### src/rtl/vid_capture.sv
module vid_capture #(
  parameter int H_ACT     = 320,
  parameter int V_ACT     = 240,
  parameter int QVGA_HOFS = 52,
  parameter int VGA_HOFS  = 104,
  parameter int QVGA_VOFS = 7,
  parameter int VGA_VOFS  = 34,
  parameter int WIN_LEN   = 625000,
  parameter int DE_MIN    = 8,
  localparam int XW = $clog2(H_ACT),
  localparam int YW = $clog2(V_ACT),
  localparam int CW = $clog2(2*H_ACT + VGA_HOFS) + 1,
  localparam int LW = $clog2(2*V_ACT + VGA_VOFS) + 1,
  localparam int WW = $clog2(WIN_LEN),
  localparam int TW = $clog2(DE_MIN + 2)
)(
  input  logic          vclk,
  input  logic          rst_n,
  input  logic          hs_i,
  input  logic          vs_i,
  input  logic          de_i,
  input  logic          fmt_vga_i,
  input  logic          shdn_i,
  input  logic [3:0]    pix_i,
  output logic          we_o,
  output logic [XW-1:0] x_o,
  output logic [YW-1:0] y_o,
  output logic [3:0]    pix_o,
  output logic [2:0]    mode_o
);

  typedef enum logic [2:0] {
    M_SYNC = 3'd0, M_QDE = 3'd1, M_QFIX = 3'd2, M_VDE = 3'd3, M_VFIX = 3'd4
  } mode_t;

  mode_t          mode_q, mode_nx;
  logic           hs_q, vs_q, de_q;
  logic [WW-1:0]  wcnt;
  logic [TW-1:0]  tcnt;
  logic [CW-1:0]  cnt, col;
  logic [LW-1:0]  lcnt;
  logic           col_ok;

  function automatic logic [CW-1:0] inc_c(input logic [CW-1:0] v);
    return (&v) ? v : v + 1'b1;
  endfunction

  function automatic logic [LW-1:0] inc_l(input logic [LW-1:0] v);
    return (&v) ? v : v + 1'b1;
  endfunction

  wire hs_fall = hs_q & ~hs_i;
  wire hs_rise = ~hs_q & hs_i;
  wire vs_fall = vs_q & ~vs_i;
  wire de_rise = ~de_q & de_i;
  wire win_end = (wcnt == WW'(WIN_LEN - 1));

  wire vga     = (mode_q == M_VDE) || (mode_q == M_VFIX);
  wire sync_md = (mode_q == M_SYNC);
  wire de_md   = (mode_q == M_QDE) || (mode_q == M_VDE);

  always_comb begin
    if (tcnt > TW'(DE_MIN))  mode_nx = fmt_vga_i ? M_VDE : M_QDE;
    else if (de_i)           mode_nx = M_SYNC;
    else                     mode_nx = fmt_vga_i ? M_VFIX : M_QFIX;
  end

  wire mode_chg = win_end && (mode_nx != mode_q);

  wire [CW-1:0] hofs = vga ? CW'(VGA_HOFS - 2) : CW'(QVGA_HOFS - 2);
  wire [LW-1:0] vofs = sync_md ? '0 : (vga ? LW'(VGA_VOFS) : LW'(QVGA_VOFS));
  wire [LW-1:0] row    = lcnt - vofs;
  wire          row_ok = (lcnt >= vofs) && (row < LW'(V_ACT));

  always_comb begin
    if (sync_md) begin
      col    = cnt;
      col_ok = !hs_fall && (cnt < CW'(H_ACT));
    end else if (de_md) begin
      col    = de_rise ? '0 : cnt;
      col_ok = de_i && (col < CW'(H_ACT));
    end else begin
      col    = cnt - hofs;
      col_ok = !hs_rise && (cnt >= hofs) && (col < CW'(H_ACT));
    end
  end

  always_ff @(negedge vclk or negedge rst_n) begin
    if (!rst_n) begin
      hs_q <= 1'b0; vs_q <= 1'b0; de_q <= 1'b0;
      wcnt <= '0; tcnt <= '0; mode_q <= M_SYNC;
      cnt <= '1; lcnt <= '1;
      we_o <= 1'b0; x_o <= '0; y_o <= '0; pix_o <= '0;
    end else begin
      hs_q <= hs_i; vs_q <= vs_i; de_q <= de_i;
      wcnt <= win_end ? '0 : wcnt + 1'b1;
      if (win_end)                                  tcnt <= '0;
      else if ((de_i != de_q) && tcnt <= TW'(DE_MIN)) tcnt <= tcnt + 1'b1;
      if (win_end) mode_q <= mode_nx;

      we_o  <= col_ok && row_ok && !shdn_i;
      x_o   <= col[XW-1:0];
      y_o   <= row[YW-1:0];
      pix_o <= pix_i;

      if (mode_chg)     cnt <= '1;
      else if (sync_md) cnt <= hs_fall ? '0 : inc_c(cnt);
      else if (de_md)   cnt <= de_rise ? CW'(1) : (de_i ? inc_c(cnt) : '1);
      else              cnt <= hs_rise ? '0 : inc_c(cnt);

      if (mode_chg)     lcnt <= '1;
      else if (sync_md) begin
        if (hs_fall)    lcnt <= vs_i ? '0 : inc_l(lcnt);
      end
      else if (vs_fall) lcnt <= '0;
      else if (hs_rise) lcnt <= inc_l(lcnt);
    end
  end

  assign mode_o = mode_q;

  AST_WR_IN_RANGE: assert property (@(negedge vclk) disable iff (!rst_n)
    we_o |-> ({1'b0, x_o} < (XW+1)'(H_ACT)) && ({1'b0, y_o} < (YW+1)'(V_ACT)));
  AST_SHDN_BLOCKS: assert property (@(negedge vclk) disable iff (!rst_n)
    shdn_i |=> !we_o);
  AST_MODE_AT_WINDOW: assert property (@(negedge vclk) disable iff (!rst_n)
    !$stable(mode_q) |-> $past(win_end));
  AST_CHG_FLUSH: assert property (@(negedge vclk) disable iff (!rst_n)
    mode_chg |=> ##1 !we_o);
  AST_MODE_LEGAL: assert property (@(negedge vclk) disable iff (!rst_n)
    mode_q <= M_VFIX);
  AST_X_STEP: assert property (@(negedge vclk) disable iff (!rst_n)
    (we_o && $past(we_o) && y_o == $past(y_o)) |-> x_o == $past(x_o) + 1'b1);

endmodule

### config.mk
export PLATFORM = sky130hd
export DESIGN_NAME = vid_capture
export DESIGN_NICKNAME = d
export VERILOG_FILES = /design/src/rtl/vid_capture.sv
export SDC_FILE = /design/constraint.sdc
export NUM_CORES = 1
export LEC_CHECK = 0
export ABC_AREA = 1
export BUFFER_PORTS_ARGS = -buffer_cell sky130_fd_sc_hd__buf_2
export CAP_MARGIN = 30
export CORE_ASPECT_RATIO = 0.7
export CORE_MARGIN = 2
export CORE_UTILIZATION = 40
export DETAILED_ROUTE_END_ITERATION = 10
export GPL_ROUTABILITY_DRIVEN = 0
export PLACE_DENSITY = 0.58
export REMOVE_ABC_BUFFERS = 1
export SLEW_MARGIN = 10
export SYNTH_ARGS = -nofsm -noshare
export SYNTH_HDL_FRONTEND = slang
export SYNTH_SLANG_ARGS = --single-unit
### constraint.sdc
create_clock -name vclk -period 2 [get_ports vclk]
set_input_delay 0.2 -clock vclk [delete_from_list [all_inputs] [get_ports vclk]]
set_output_delay 0.2 -clock vclk [all_outputs]
set_load 0.1 [all_outputs]
==> results.rst <==
.. list-table::
   :header-rows: 1

   * - Metric
     - Value
   * - Violated checks
     - setup timing
   * - Total overflow reported by the global router
     - 0
   * - Total count of max-transition violations in the final report
     - 0
   * - Crit path capture
     - mode_o[1]
   * - Number of cell rows
     - 32
   * - Number of flops mapped to enable cells by yosys
     - 0
   * - Largest net degree at the start of global routing
     - 33
   * - Ordered list of cells on the worst path
     - buf_6, buf_12
   * - Starting Density
     - 40.61%
   * - Die X-Extent
     - 129.9 µm
   * - Delay-heaviest family, CP
     - flip-flops
   * - Setup Slack @ Placement
     - -396.5 ps
   * - Most used cells in the layout excluding fill and tap cells
     - sky130_fd_sc_hd__inv_1, sky130_fd_sc_hd__nand2_1, sky130_fd_sc_hd__buf_4
   * - Status
     - finished, violations left
   * - TritonCTS Buffers
     - 9
   * - Largest area contributor in the netlist
     - sky130_fd_sc_hd__dfrtn_1
   * - Routed length per instance
     - 13.71 µm
   * - Cell count after synthesis
     - 568
   * - Drt drc
     - 0
   * - Hold/Removal Path Class
     - reg -> reg
   * - Total die area
     - 11970 µm²
   * - Worst Path Max Fanout
     - 4
   * - Vias
     - 4462
   * - Leading cell types by total area after synthesis
     - sky130_fd_sc_hd__dfrtn_1, sky130_fd_sc_hd__dfstp_2, sky130_fd_sc_hd__nand2_1, sky130_fd_sc_hd__inv_1, sky130_fd_sc_hd__nand3_1
   * - Synth Register Bits
     - 74
   * - Number of setup violations in the final report
     - 32
   * - CP Class
     - reg -> out
   * - Slowest cell on crit path
     - sky130_fd_sc_hd__dfrtn_1
   * - Yosys warnings
     - 0
   * - Initial antenna violation count
     - 1
   * - Worst-Skew Late Latency
     - 420 ps
   * - Post-synthesis average cell area
     - 7.816 µm²
   * - Starting DRT DRC Count
     - 263
   * - Number of vias per cell after detailed routing
     - 5.036
   * - Most frequent standard cell in the layout excluding fill and tap cells
     - sky130_fd_sc_hd__inv_1
   * - Number of distinct library cells after synthesis
     - 47
   * - RSZ-0062 raised after global routing
     - yes
   * - R2r endpoint
     - we_o
   * - Register-to-register setup slack
     - -230 ps
   * - Actual transition at the worst max-transition pin
     - 464.2 ps
   * - CTS H-tree lvls
     - 3
   * - Number of nets in the layout
     - 750
   * - Vertical extent of the die
     - 92.14 µm
   * - CP bufs+invs
     - 2
   * - Critical path startpoint
     - mode_o[1]
   * - Share of post-route cells with drive strength above 1
     - 40.44%
   * - Routed wire length
     - 12150 µm
   * - Wire length of the first global-routing pass
     - 18810 µm
   * - Smallest hold slack
     - 442.6 ps
   * - Deepest clock path buffer count
     - 2
   * - Sequential area share after synthesis
     - 42.33%
   * - I/O pin count
     - 36
   * - Type of element capturing the critical path
     - output pin
   * - Number of global-route vias before repair
     - 3873
   * - Post-synth top area share
     - 29.31%
   * - Total power draw
     - 6450 µW
   * - First drt pass iteration count
     - 5
   * - Path depth of the worst reg2reg path
     - 21
   * - Total global-route track usage
     - 20.07%
   * - Hold buffers post-CTS
     - 0
   * - Setup Skew
     - 79.20 ps
   * - CTS tree
     - built
   * - Fraction of synthesis flops using an asynchronous set or reset pin
     - 100.0%
   * - Total standard cell area after synthesis
     - 4439 µm²
   * - Final Hold Fails
     - 0
   * - Input/output buffers
     - 35
   * - Critical path data required time
     - 1800 ps
   * - Max-cap violations
     - 0
   * - Static leakage
     - 0.003232 µW
   * - Max-slew headroom
     - 68.77%
   * - Core area
     - 10930 µm²
   * - Area added between synthesis and finish
     - 51.78%
   * - Source of the worst register-to-register timing path
     - mode_o[0]
   * - Number of gates on the worst path with buffers counted
     - 2
   * - Largest stage delay on the critical path
     - 480 ps
   * - Antenna viol nets, final
     - 0
   * - Launching element type of the critical path
     - flip-flop
   * - Final critical-path setup slack
     - -330.6 ps
   * - Cell chosen for the clock root
     - sky130_fd_sc_hd__clkbuf_16
   * - Crit path arrival time
     - 2130 ps
   * - Ys flop type
     - sky130_fd_sc_hd__dfrtn_1
   * - HPWL after DPL
     - 8584 µm
   * - Maximum vdd ir drop
     - 731.9 µV
   * - Clock transition at the registers of the reported paths
     - 50 ps
   * - Count of clock tree sinks
     - 74
   * - Pwr Density
     - 957.2 nW/µm²
[final cells by class]
| class | count | area (µm²) |
|---|---|---|
| diodes | 1 | 2.502 |
| clock buffers | 15 | 310.3 |
| clock inverters | 23 | 87.58 |
| fillers | 914 | 4193 |
| inverters | 95 | 359.1 |
| multi-input cells | 391 | 2542 |
| flip-flops and latches | 74 | 1879 |
| well taps | 153 | 191.4 |
| repair buffers | 134 | 1365 |
[metrics by stage]
stage          TNS, ps  cell area [µm²]  instances  util (%)
6_report         -4877             6738        886     61.64
5_1_grt          -6881             6735        885     61.62
4_1_cts          -4986             6299        868     57.62
3_5_place_dp    -10830             5728        824     52.40
3_3_place_gp     -9788             5728        824     52.40
2_1_floorplan   -15920             4408        561         -
[cells by family (layout without fill, tap and decap cells)]
logic type,count (synthesis),in the layout,synth area share (%)
AND/OR/NAND/NOR,274,274,30.04
buffers and inverters,103,267,8.822
adder cells (fa/ha/maj),12,12,3.382
multiplexers,1,1,0.2536
AO/OA/AOI/OAI,89,89,12.20
flip-flops,74,74,42.33
XOR/XNOR,15,15,2.960
other,0,1,0
[routing by layer]
metal | track usage (%) | routed length, µm
met1 | 29.58 | 5834
met2 | 28.71 | 5485
met3 | 5.718 | 645
met4 | 5.197 | 184
met5 | 0 | 0
[cells in the mapped netlist, types with 3 or more instances]
cell	instances
sky130_fd_sc_hd__nand2_2	12
sky130_fd_sc_hd__dfstp_2	22
sky130_fd_sc_hd__ha_1	12
sky130_fd_sc_hd__clkbuf_1	3
sky130_fd_sc_hd__nor2_1	48
sky130_fd_sc_hd__o21ai_0	28
sky130_fd_sc_hd__nor2_2	7
sky130_fd_sc_hd__dfrtn_1	52
sky130_fd_sc_hd__nand3_1	36
sky130_fd_sc_hd__inv_1	90
sky130_fd_sc_hd__xor2_1	15
sky130_fd_sc_hd__nand3_2	4
sky130_fd_sc_hd__buf_2	3
sky130_fd_sc_hd__o22ai_1	3
sky130_fd_sc_hd__a21oi_2	3
sky130_fd_sc_hd__o211ai_1	13
sky130_fd_sc_hd__nand2_4	3
sky130_fd_sc_hd__nor4_1	9
sky130_fd_sc_hd__nand4_1	14
sky130_fd_sc_hd__o21ai_1	4
sky130_fd_sc_hd__nor3_1	13
sky130_fd_sc_hd__a21oi_1	24
sky130_fd_sc_hd__inv_2	6
sky130_fd_sc_hd__nand2_1	114
[sequential cells by signal, summed over array words and instances (netlist names)]
register	cells
cnt	11
de_q	1
hs_q	1
lcnt	11
mode_o	3
pix_o	4
tcnt	4
vs_q	1
wcnt	20
we_o	1
x_o	9
y_o	8
[worst min path at each step]
stage / startpoint / to / slack, ps / cells after the start
3_3_place_gp: tcnt[3] / tcnt[3] / 440 / 1
6_report: tcnt[3] / tcnt[3] / 440 / 1
5_1_grt: tcnt[3] / tcnt[3] / 460 / 1
4_1_cts: tcnt[3] / tcnt[3] / 440 / 1
3_5_place_dp: tcnt[3] / tcnt[3] / 440 / 1
2_1_floorplan: wcnt[0] / wcnt[0] / 360 / 1
[power by group]
part | internal, µW | switching, µW | leakage [µW] | total, µW
registers | 1770 | 221 | 0.000848 | 2000
clock network | 1120 | 739 | 0.000270 | 1860
logic | 1030 | 1570 | 0.00211 | 2600
total | 3920 | 2530 | 0.00323 | 6450
[timing repair]
| item | CTS | global route |
|---|---|---|
| buffers inserted | 8 | 18 |
| resized for setup | 30 | 90 |
| endpoints found under the setup margin | 33 | 65 |
| pin swaps | 2 | 33 |
| gates cloned | 0 | 2 |
No activity file was read; power rests on OpenSTA's default activity.
